===== config.mk =====
export PLATFORM = sky130hd
export DESIGN_NAME = ldbuf_pool
export DESIGN_NICKNAME = d
export VERILOG_FILES = /design/src/rtl/ldbuf_pkg.sv /design/src/rtl/ldbuf_pick.sv /design/src/rtl/ldbuf_gate.sv /design/src/rtl/ldbuf_squash.sv /design/src/rtl/ldbuf_entries.sv /design/src/rtl/ldbuf_pool.sv
export SDC_FILE = /design/constraint.sdc
export NUM_CORES = 1
export LEC_CHECK = 0
export CORE_MARGIN = 3
export CORE_UTILIZATION = 40
export DETAILED_ROUTE_END_ITERATION = 8
export DONT_BUFFER_PORTS = 1
export GPL_ROUTABILITY_DRIVEN = 0
export PLACE_DENSITY = 0.53
export SETUP_SLACK_MARGIN = 0.5
export SLEW_MARGIN = 30
export SYNTH_ARGS = -nofsm -noshare
export SYNTH_HDL_FRONTEND = slang
export SYNTH_SLANG_ARGS = --single-unit

===== constraint.sdc =====
create_clock -name clk_i -period 9.9 [get_ports clk_i]
set_input_delay 1.98 -clock clk_i [delete_from_list [all_inputs] [get_ports clk_i]]
set_output_delay 1.98 -clock clk_i [all_outputs]
set_load 0.005 [all_outputs]

===== src/rtl/ldbuf_pkg.sv =====
package ldbuf_pkg;

  typedef enum logic [2:0] {
    MT_UC = 3'd0,
    MT_WC = 3'd1,
    MT_WT = 3'd4,
    MT_WP = 3'd5,
    MT_WB = 3'd6
  } mtype_e;

  // only these classes may be read ahead of an unresolved branch
  function automatic logic spec_allowed(logic [2:0] mt);
    case (mt)
      MT_WC, MT_WT, MT_WP, MT_WB: spec_allowed = 1'b1;
      default:                    spec_allowed = 1'b0;
    endcase
  endfunction

endpackage


===== src/rtl/ldbuf_pick.sv =====
module ldbuf_pick #(
  parameter int N_ENT = 48,
  parameter int IDX_W = $clog2(N_ENT)
) (
  input  logic [N_ENT-1:0] mask_i,
  output logic             found_o,
  output logic [IDX_W-1:0] idx_o
);

  always_comb begin
    found_o = 1'b0;
    idx_o   = '0;
    for (int i = N_ENT - 1; i >= 0; i--) begin
      if (mask_i[i]) begin
        found_o = 1'b1;
        idx_o   = IDX_W'(i);
      end
    end
  end

endmodule


===== src/rtl/ldbuf_gate.sv =====
module ldbuf_gate (
  input  logic       spec_i,
  input  logic       fault_i,
  input  logic [2:0] mtype_i,
  output logic       hold_o
);

  always_comb begin
    hold_o = 1'b0;
    if (spec_i) begin
      if (fault_i) hold_o = 1'b1;
      else if (!ldbuf_pkg::spec_allowed(mtype_i)) hold_o = 1'b1;
    end
  end

endmodule


===== src/rtl/ldbuf_squash.sv =====
module ldbuf_squash #(
  parameter int N_ENT = 48,
  parameter int AGE_W = 6
) (
  input  logic                        res_valid_i,
  input  logic                        res_wrong_i,
  input  logic                        res_tid_i,
  input  logic [AGE_W-1:0]            res_age_i,
  input  logic [N_ENT-1:0]            ent_valid_i,
  input  logic [N_ENT-1:0]            ent_tid_i,
  input  logic [N_ENT-1:0][AGE_W-1:0] ent_age_i,
  output logic [N_ENT-1:0]            kill_o,
  output logic [N_ENT-1:0]            unspec_o
);

  for (genvar i = 0; i < N_ENT; i++) begin : g_cmp
    logic [AGE_W-1:0] diff;
    logic             younger;
    logic             hit;
    // modular distance: younger if entry is ahead of the tag by less than half the range
    assign diff    = ent_age_i[i] - res_age_i;
    assign younger = (diff != '0) && !diff[AGE_W-1];
    assign hit     = res_valid_i && ent_valid_i[i] && (ent_tid_i[i] == res_tid_i) && younger;
    assign kill_o[i]   = hit && res_wrong_i;
    assign unspec_o[i] = hit && !res_wrong_i;
  end

endmodule


===== src/rtl/ldbuf_entries.sv =====
module ldbuf_entries #(
  parameter int N_ENT = 48,
  parameter int AGE_W = 6,
  parameter int IDX_W = $clog2(N_ENT)
) (
  input  logic                        clk_i,
  input  logic                        rst_ni,
  input  logic                        alloc_we_i,
  input  logic [IDX_W-1:0]            alloc_idx_i,
  input  logic                        alloc_tid_i,
  input  logic [AGE_W-1:0]            alloc_age_i,
  input  logic                        disp_we_i,
  input  logic [IDX_W-1:0]            disp_idx_i,
  input  logic                        disp_spec_i,
  input  logic [2:0]                  disp_mtype_i,
  input  logic [N_ENT-1:0]            rel_i,
  input  logic [N_ENT-1:0]            unspec_i,
  output logic [N_ENT-1:0]            valid_o,
  output logic [N_ENT-1:0]            tid_o,
  output logic [N_ENT-1:0][AGE_W-1:0] age_o,
  output logic [N_ENT-1:0]            spec_o,
  output logic [N_ENT-1:0]            ready_o,
  output logic [N_ENT-1:0][2:0]       mtype_o
);

  for (genvar i = 0; i < N_ENT; i++) begin : g_ent
    logic             v_q, t_q, s_q, r_q;
    logic [AGE_W-1:0] a_q;
    logic [2:0]       m_q;
    logic             a_hit, d_hit;

    assign a_hit = alloc_we_i && (alloc_idx_i == IDX_W'(i));
    assign d_hit = disp_we_i && (disp_idx_i == IDX_W'(i));

    always_ff @(posedge clk_i or negedge rst_ni) begin
      if (!rst_ni) begin
        v_q <= 1'b0;
        t_q <= 1'b0;
        s_q <= 1'b0;
        r_q <= 1'b0;
        a_q <= '0;
        m_q <= 3'd0;
      end else if (a_hit) begin
        // allocation wins over a release of the same slot (release already applied)
        v_q <= 1'b1;
        t_q <= alloc_tid_i;
        a_q <= alloc_age_i;
        s_q <= 1'b0;
        r_q <= 1'b0;
        m_q <= 3'd0;
      end else begin
        if (rel_i[i]) v_q <= 1'b0;
        if (d_hit) begin
          r_q <= 1'b1;
          s_q <= disp_spec_i;
          m_q <= disp_mtype_i;
        end else if (unspec_i[i]) begin
          s_q <= 1'b0;
        end
      end
    end

    assign valid_o[i] = v_q;
    assign tid_o[i]   = t_q;
    assign age_o[i]   = a_q;
    assign spec_o[i]  = s_q;
    assign ready_o[i] = r_q;
    assign mtype_o[i] = m_q;
  end

endmodule


===== src/rtl/ldbuf_pool.sv =====
module ldbuf_pool #(
  parameter int N_ENT = 48,
  parameter int AGE_W = 6,
  parameter int IDX_W = $clog2(N_ENT)
) (
  input  logic             clk_i,
  input  logic             rst_ni,
  input  logic             split_i,
  input  logic             alloc_req_i,
  input  logic             alloc_tid_i,
  input  logic [AGE_W-1:0] alloc_age_i,
  output logic             alloc_gnt_o,
  output logic [IDX_W-1:0] alloc_idx_o,
  input  logic             disp_req_i,
  input  logic [IDX_W-1:0] disp_idx_i,
  input  logic [2:0]       disp_mtype_i,
  input  logic             disp_spec_i,
  input  logic             disp_fault_i,
  output logic             disp_issue_o,
  output logic             disp_hold_o,
  input  logic             res_valid_i,
  input  logic             res_wrong_i,
  input  logic             res_tid_i,
  input  logic [AGE_W-1:0] res_age_i,
  input  logic             ret_req_i,
  input  logic [IDX_W-1:0] ret_idx_i,
  output logic             commit_o
);

  localparam int HALF = N_ENT / 2;

  logic [N_ENT-1:0]            ent_valid, ent_tid, ent_spec, ent_ready;
  logic [N_ENT-1:0][AGE_W-1:0] ent_age;
  logic [N_ENT-1:0][2:0]       ent_mtype;
  logic [N_ENT-1:0]            kill, unspec, rel, permit, free_m, ret_oh;
  logic                        found, hold, disp_hit;
  logic                        disp_in, ret_in;

  ldbuf_squash #(.N_ENT(N_ENT), .AGE_W(AGE_W)) u_squash (
    .res_valid_i (res_valid_i),
    .res_wrong_i (res_wrong_i),
    .res_tid_i   (res_tid_i),
    .res_age_i   (res_age_i),
    .ent_valid_i (ent_valid),
    .ent_tid_i   (ent_tid),
    .ent_age_i   (ent_age),
    .kill_o      (kill),
    .unspec_o    (unspec)
  );

  // retire path
  assign ret_in   = ret_idx_i < IDX_W'(N_ENT);
  assign commit_o = ret_req_i && ret_in && ent_valid[ret_idx_i] && ent_ready[ret_idx_i]
                    && !ent_spec[ret_idx_i] && !kill[ret_idx_i];
  assign ret_oh   = commit_o ? (N_ENT'(1) << ret_idx_i) : '0;
  assign rel      = kill | ret_oh;

  // allocation: releases of this cycle count as free
  always_comb begin
    for (int i = 0; i < N_ENT; i++) begin
      if (!split_i)         permit[i] = 1'b1;
      else if (alloc_tid_i) permit[i] = (i >= HALF);
      else                  permit[i] = (i < HALF);
    end
  end

  assign free_m = (~ent_valid | rel) & permit;

  ldbuf_pick #(.N_ENT(N_ENT), .IDX_W(IDX_W)) u_pick (
    .mask_i  (free_m),
    .found_o (found),
    .idx_o   (alloc_idx_o)
  );

  assign alloc_gnt_o = alloc_req_i && found;

  // dispatch path
  ldbuf_gate u_gate (
    .spec_i  (disp_spec_i),
    .fault_i (disp_fault_i),
    .mtype_i (disp_mtype_i),
    .hold_o  (hold)
  );

  assign disp_in      = disp_idx_i < IDX_W'(N_ENT);
  assign disp_hit     = disp_req_i && disp_in && ent_valid[disp_idx_i]
                        && !ent_ready[disp_idx_i] && !kill[disp_idx_i];
  assign disp_issue_o = disp_hit && !hold;
  assign disp_hold_o  = disp_hit && hold;

  ldbuf_entries #(.N_ENT(N_ENT), .AGE_W(AGE_W), .IDX_W(IDX_W)) u_ent (
    .clk_i        (clk_i),
    .rst_ni       (rst_ni),
    .alloc_we_i   (alloc_gnt_o),
    .alloc_idx_i  (alloc_idx_o),
    .alloc_tid_i  (alloc_tid_i),
    .alloc_age_i  (alloc_age_i),
    .disp_we_i    (disp_issue_o),
    .disp_idx_i   (disp_idx_i),
    .disp_spec_i  (disp_spec_i),
    .disp_mtype_i (disp_mtype_i),
    .rel_i        (rel),
    .unspec_i     (unspec),
    .valid_o      (ent_valid),
    .tid_o        (ent_tid),
    .age_o        (ent_age),
    .spec_o       (ent_spec),
    .ready_o      (ent_ready),
    .mtype_o      (ent_mtype)
  );

endmodule


## Word level (Yosys, flattened, before mapping)

Index checks and enable logic that the tools add are counted.

- Register bits after elaboration: 480
- Input port bits: 39
- Output and inout bits: 10
- Word-level logic and storage cells: 1545

- Add/sub/neg operators: 48
- Order comparisons: 4
- Equal/unequal tests: 146
- Shift operators: 1
- Multiplexer cells: 457
- Bitwise operators: 4
- Reduce and logical (&&, ||, !) cells: 645

Operators with widths:

| operator | count |
|---|---|
| 1-bit 2-to-1 mux | 401 |
| 1-bit logical AND | 396 |
| 6-bit 2-to-1 mux | 48 |
| 6-bit nonzero test | 48 |
| 6-bit subtractor | 48 |
| 6-bit by 5-bit equality test with 1-bit output, second input constant | 32 |
| 6-bit equality test, second input constant | 32 |
| 2-bit nonzero test | 96 |
| 3-bit nonzero test | 48 |
| 6-bit by 4-bit equality test with 1-bit output, second input constant | 16 |
| 48-bit OR | 2 |
| 1-bit zero test | 54 |
| 48-bit bitwise AND | 1 |
| 1-bit equality test | 48 |
| 6-bit by 3-bit equality test with 1-bit output, second input constant | 8 |
| 48-bit 2-to-1 mux | 1 |
| 48-bit inverter | 1 |
| 1-bit by 6-bit << shifter with 48-bit output, first input constant | 1 |
| 1-bit binary-select mux with 6-bit select | 7 |
| 6-bit by 2-bit equality test with 1-bit output, second input constant | 4 |
| 6-bit by 7-bit less-than comparator with 1-bit output, second input constant | 2 |
| 6-bit by 1-bit equality test with 1-bit output, second input constant | 2 |
| 6-bit zero test | 2 |
| 6-bit less-than comparator, second input constant | 2 |
| 3 further kinds | 5 |

## Logic depth before layout (Yosys ltp)

- Depth in word-level cells: 64
- Gate-level depth with buffers: 23
- Mapped depth without buffers: 18

## Modules after synthesis

Synthesis repeated with hierarchy kept, for this count alone.

- Cell total of the unflattened synthesis: 4420
- Area total of the unflattened synthesis: 42356.9 µm²

By module, submodules not included:

| module | times used | cells each | area an instance (µm²) | sequential area each (µm²) |
|---|---|---|---|---|
| ldbuf_entries | 1 | 2302 | 26940.8 | 15615.0 |
| ldbuf_squash | 1 | 1520 | 11373.4 | 0.0 |
| ldbuf_pool | 1 | 487 | 3393.3 | 0.0 |
| ldbuf_pick | 1 | 108 | 630.6 | 0.0 |
| ldbuf_gate | 1 | 3 | 18.8 | 0.0 |

## Least setup slack after synthesis

No wires, ideal clock.

- Path type: input port to output port
- From: input res_age_i[2]
- To: output alloc_idx_o[0]
- Arrival time: 6.311 ns
- Required time: 7.920 ns
- Setup slack: 1.609 ns
- Cell stages on the path: 16
- Buffers on the path: 1
- Cells stage by stage: inv_1 > ha_1 > nor2_1 > a21oi_1 > xor2_1 > o41a_1 > o211a_1 > nor4_2 > a31o_2 > a311oi_1 > o31a_1 > a2111oi_2 > o211ai_2 > a211oi_4 > buf_2 > nor2_1

- Longest elaborated chain between the ends: 61
- Elaborated cells on any way between the ends: 344
- Those cells by class: 48 x add/sub; 51 x mux; 3 x bitwise; 242 x reduce/logical

Ends and longest elaborated chain:

| what | line | RTL |
|---|---|---|
| start, declared | ldbuf_pool.sv:24 | `input logic [AGE_W-1:0] res_age_i,` |
| 6-bit subtractor | ldbuf_squash.sv:21 | `assign diff = ent_age_i[i] - res_age_i;` |
| 6-bit nonzero test or 1-bit zero test (tied branches) | ldbuf_squash.sv:22 | `assign younger = (diff != '0) && !diff[AGE_W-1];` |
| 1-bit logical AND | ldbuf_squash.sv:22 |  |
| 1-bit logical AND | ldbuf_squash.sv:23 | `assign hit = res_valid_i && ent_valid_i[i] && (ent_tid_i[i] == res_tid_i) && younger;` |
| 1-bit logical AND | ldbuf_squash.sv:24 | `assign kill_o[i] = hit && res_wrong_i;` |
| 1-bit binary-select mux with 6-bit select | ldbuf_pool.sv:54 | `&& !ent_spec[ret_idx_i] && !kill[ret_idx_i];` |
| 1-bit 2-to-1 mux (implied by the code) | ldbuf_pool.sv:54 |  |
| 1-bit zero test | ldbuf_pool.sv:54 |  |
| 1-bit logical AND | ldbuf_pool.sv:54 |  |
| 48-bit 2-to-1 mux | ldbuf_pool.sv:55 | `assign ret_oh = commit_o ? (N_ENT'(1) << ret_idx_i) : '0;` |
| 48-bit OR (*) | ldbuf_pool.sv:56 | `assign rel = kill \| ret_oh;` |
| 48-bit OR (*) | ldbuf_pool.sv:67 | `assign free_m = (~ent_valid \| rel) & permit;` |
| 48-bit bitwise AND (*) | ldbuf_pool.sv:67 |  |
| 6-bit 2-to-1 mux (47 in a row) | ldbuf_pick.sv:14 | `if (mask_i[i]) begin` |
| 6-bit 2-to-1 mux (*) | ldbuf_pick.sv:14 |  |
| end, declared | ldbuf_pool.sv:13 | `output logic [IDX_W-1:0] alloc_idx_o,` |

Every way passes the cells marked *; elsewhere a longest branch is shown, timed or not. The select of a mux whose other input is x is not followed.

## Worst setup path in the final report

- From: input res_age_i[1]
- To: output alloc_idx_o[0]

The elaborated chain is that of the path after synthesis.

==> flow_summary.ini <==
[run_status]
outcome = finished with violations
violations = slew limit

[clock_network]
clk_latency_ns = 0.65
clockBufferDepth = 3
cts_tree = yes
cts_resized = 0
htree_levels = 2
cts_buffers = 60
cts_sinks = 480
postCtsSetupRepairBufs = 0
cts-root-buf = clkbuf_16
cts.reportedPaths.clkPinSlew_ns = 0.06
cts_hold_buf = 0

[critical_path]
worstRegToRegCells = 17
r2r_start = u_ent.g_ent[9].a_q[0]
cpMostUsedCell = buf_4
cp_slowest_cell = nor4_2
cp_data_arrival_time_ns = 6.90
cp-endpoint = alloc_idx_o[0]
slowest_delay_ns = 0.54
critical_path_depth = 17
timing.critical_path.to_type = output pin
worstPathCellList = inv_2 -> buf_4 -> ha_1 -> nor2b_1 -> o221ai_1 -> a21oi_1 -> xnor2_1 -> nor4_2 -> o21ai_1 -> nor3_4 -> o21ai_0 -> o31a_1 -> a2111oi_2 -> o211ai_2 -> a211oi_4 -> nor2_1 -> buf_4
worstSetupPathType = primary input to output pin
startpoint = res_age_i[1]
crit_fanout = 49
critPathTopFamily = compound AO/OA/AOI/OAI gates
critical_path_required_ns = 7.92
reg2reg_slack_ns = 3.46
start_kind = primary input
reg2reg_to = u_ent.g_ent[21].a_q[4]
worst-path-buf-inv = 3

[drt]
drt_iter0_drc = 2554
wirelength_um = 123000
wl_per_cell_um = 25.9
viasPerCell = 6.03
drc = 0
antenna_left = 0
first_pass_iters = 6
dr_total_vias = 28656

[synthesis]
synth_area_leaders = dfrtp_1, ha_1, mux2_2
synthFlopType = dfrtp_1
yosysTopAreaCellShare_pct = 34.2
synthCells = 3582
async_reset_ff_share_pct = 100
yosysSeqAreaShare_pct = 34.2
synth_warnings = 0
syn-num-nets = 3909
yosys.area.top_type = dfrtp_1
ys_ff_latch = 480
synth_cell_types = 112
avgSynthCellArea_sq_um = 9.81
synth-edff-count = 0
syn_area_sq_um = 35200

[run]
maxCapViolCount = 0

[sta]
hold_slack_ns = 0.497
max_clock_freq_ghz = 0.113
finalSetupViolCount = 0
fin_crit_ns = 8.88
worst_slew_pin_slew_ns = 1.90
relSlewSlack_pct = -26.8
hold_viol_final = 0
finClkSkew_ns = 0.0232
slew_violations = 206
finalSetupTns_ns = 0
min_period_over_period_pct = 89.7
rsz0062_at_grt = false
setup_slack_ns = 1.02

[place]
placed_area_sq_um = 36300
port_buffers = 0
dp_slack_ns = 1.15
post-dp-hpwl_um = 82100

[floorplan]
rows = 108
core_sq_um = 87000
die_h_um = 302
ios = 49
die_x_um = 302
initial_core_util_pct = 40.4
die_area_sq_um = 91500

[pwr]
vdd_drop_max_mv = 0.196
power_density_nw_per_um2 = 199
power_leakage_nw = 17.3

[final_layout]
stdcell_area_sq_um = 38300
final_nets = 3874
area_growth_pct = 9.08
layout-drive-gt1-share_pct = 15.2

[global_routing]
grt_pass1_vias = 28484
grt-ovfl-total = 0
grt_pass1_wl_um = 185000
antenna_found_initial = 6
grt_start_max_net_pins = 481
globalRouteTotalUtil_pct = 26.8

[worst_hold_path]
hp-class = register to register
flip-flops by register name, summed over array words and instances (netlist names):
name,count
u_ent.g_ent.a_q,288
u_ent.g_ent.r_q,48
u_ent.g_ent.s_q,48
u_ent.g_ent.t_q,48
u_ent.g_ent.v_q,48
synthesized netlist by cell type (all sizes together) (15+ instances only):
library cell and n:
dfrtp 480, nor2 343, mux2 243, ha 240
inv 175, a21oi 172, nand2 167, xnor2 126
xor2 123, mux2i 121, o21ai 109, nand3 108
clkbuf 99, nand2b 80, nor3 75, nor2b 61
o221ai 52, or2 51, and3 50, buf 49
fa 48, o21a 48, a31oi 40, o31ai 36
and2 34, o22ai 33, a21boi 28, nor3b 28
a211oi 22, o211ai 22, o311ai 22, o41ai 21
a21o 20, nor4 20, nand3b 19, or3 17
o2111ai 15
through the flow:
| step | utilization [%] | std cells | power, mW |
|---|---|---|---|
| after floorplan | - | 3582 | 4.64 |
| after global placement | 41.7 | 4640 | 5.23 |
| after detailed placement | 41.7 | 4640 | 5.26 |
| after CTS | 44.1 | 4750 | 7.64 |
| after global routing | 44.1 | 4750 | 8.07 |
| final | 44.1 | 4752 | 7.62 |
how the worst min path moves through the flow:
stage | from | endpoint | depth (start not counted)
6_report | u_ent.g_ent[23].r_q | u_ent.g_ent[23].r_q | 1
5_1_grt | u_ent.g_ent[23].r_q | u_ent.g_ent[23].r_q | 1
4_1_cts | u_ent.g_ent[23].r_q | u_ent.g_ent[23].r_q | 1
3_5_place_dp | u_ent.g_ent[23].r_q | u_ent.g_ent[23].r_q | 1
3_3_place_gp | u_ent.g_ent[30].r_q | u_ent.g_ent[30].r_q | 1
2_1_floorplan | u_ent.g_ent[26].r_q | u_ent.g_ent[26].r_q | 2
per-layer routing:
metal,vias to the layer above,global-route usage (%),share of wire [%]
met3,305,5.33,7.6
met2,1055,42.7,45
met4,4,10.5,4.5
li1,12957,-,-
met5,-,0,0.022
met1,14335,35.8,43
worst reg2reg max path, delay by kind of cell, from the launching register on:
family          cells  cell delay [ns]
xor+xnor            1             0.09
mux                 1             0.45
buf+inv             1             0.06
simple gates        6             2.50
fa+ha+maj           2             0.62
flops               1             0.33
compound gates      6             2.29
cell type report:
class | instances | area, sq um
well taps | 1155 | 1450
flip-flops and latches | 480 | 12000
inverters | 175 | 659
clock inverters | 19 | 245
clock buffers | 91 | 1830
repair buffers | 51 | 395
diodes | 2 | 5.00
multi-input cells | 2779 | 21800
fillers | 8411 | 48700
power breakdown:
part / switching [mW] / leakage (nW) / internal [mW]
Clock: 0.922 / 1.04 / 1.42
Sequential: 0.247 / 6.07 / 2.32
Combinational: 1.56 / 10.2 / 1.15
cell families (layout without fill, tap and decap cells):
kind of cell | count (synthesis) | count (layout) | share of synthesized area, %
AND/OR/NAND/NOR | 1108 | 1108 | 17.2
AO/OA/AOI/OAI | 760 | 760 | 15.2
flip-flops | 480 | 480 | 34.2
multiplexers | 374 | 374 | 11.9
buffers and inverters | 323 | 336 | 4.00
adder cells (fa/ha/maj) | 288 | 288 | 11.3
XOR/XNOR | 249 | 249 | 6.25
other | 0 | 2 | 0
placed cells by master, fill, tap and decap left out, types with 19 or more instances in the layout:
master     synthesis  routed
a211oi_1          21      20
a21boi_0          27      27
a21oi_1          170     170
a31oi_1           40      40
and2_1            34      34
and3_1            50      50
buf_4              8      50
clkbuf_16          0      61
clkbuf_8           0      19
dfrtp_1          480     480
fa_1              48      48
ha_1             240     240
inv_1            173     166
mux2_2           238     238
mux2i_1          121     121
nand2_1          166     166
nand2b_1          80      79
nand3_1           92      92
nand3b_1          19      19
nor2_1           343     342
nor2b_1           61      61
nor3_1            54      54
nor3b_1           25      25
o211ai_1          20      20
o21a_1            48      48
o21ai_0          105     105
o221ai_1          51      51
o22ai_1           33      33
o31ai_1           36      36
or2_2             47      47
xnor2_1          125     125
xor2_1           122     122
(Power assumes the default switching activity.)
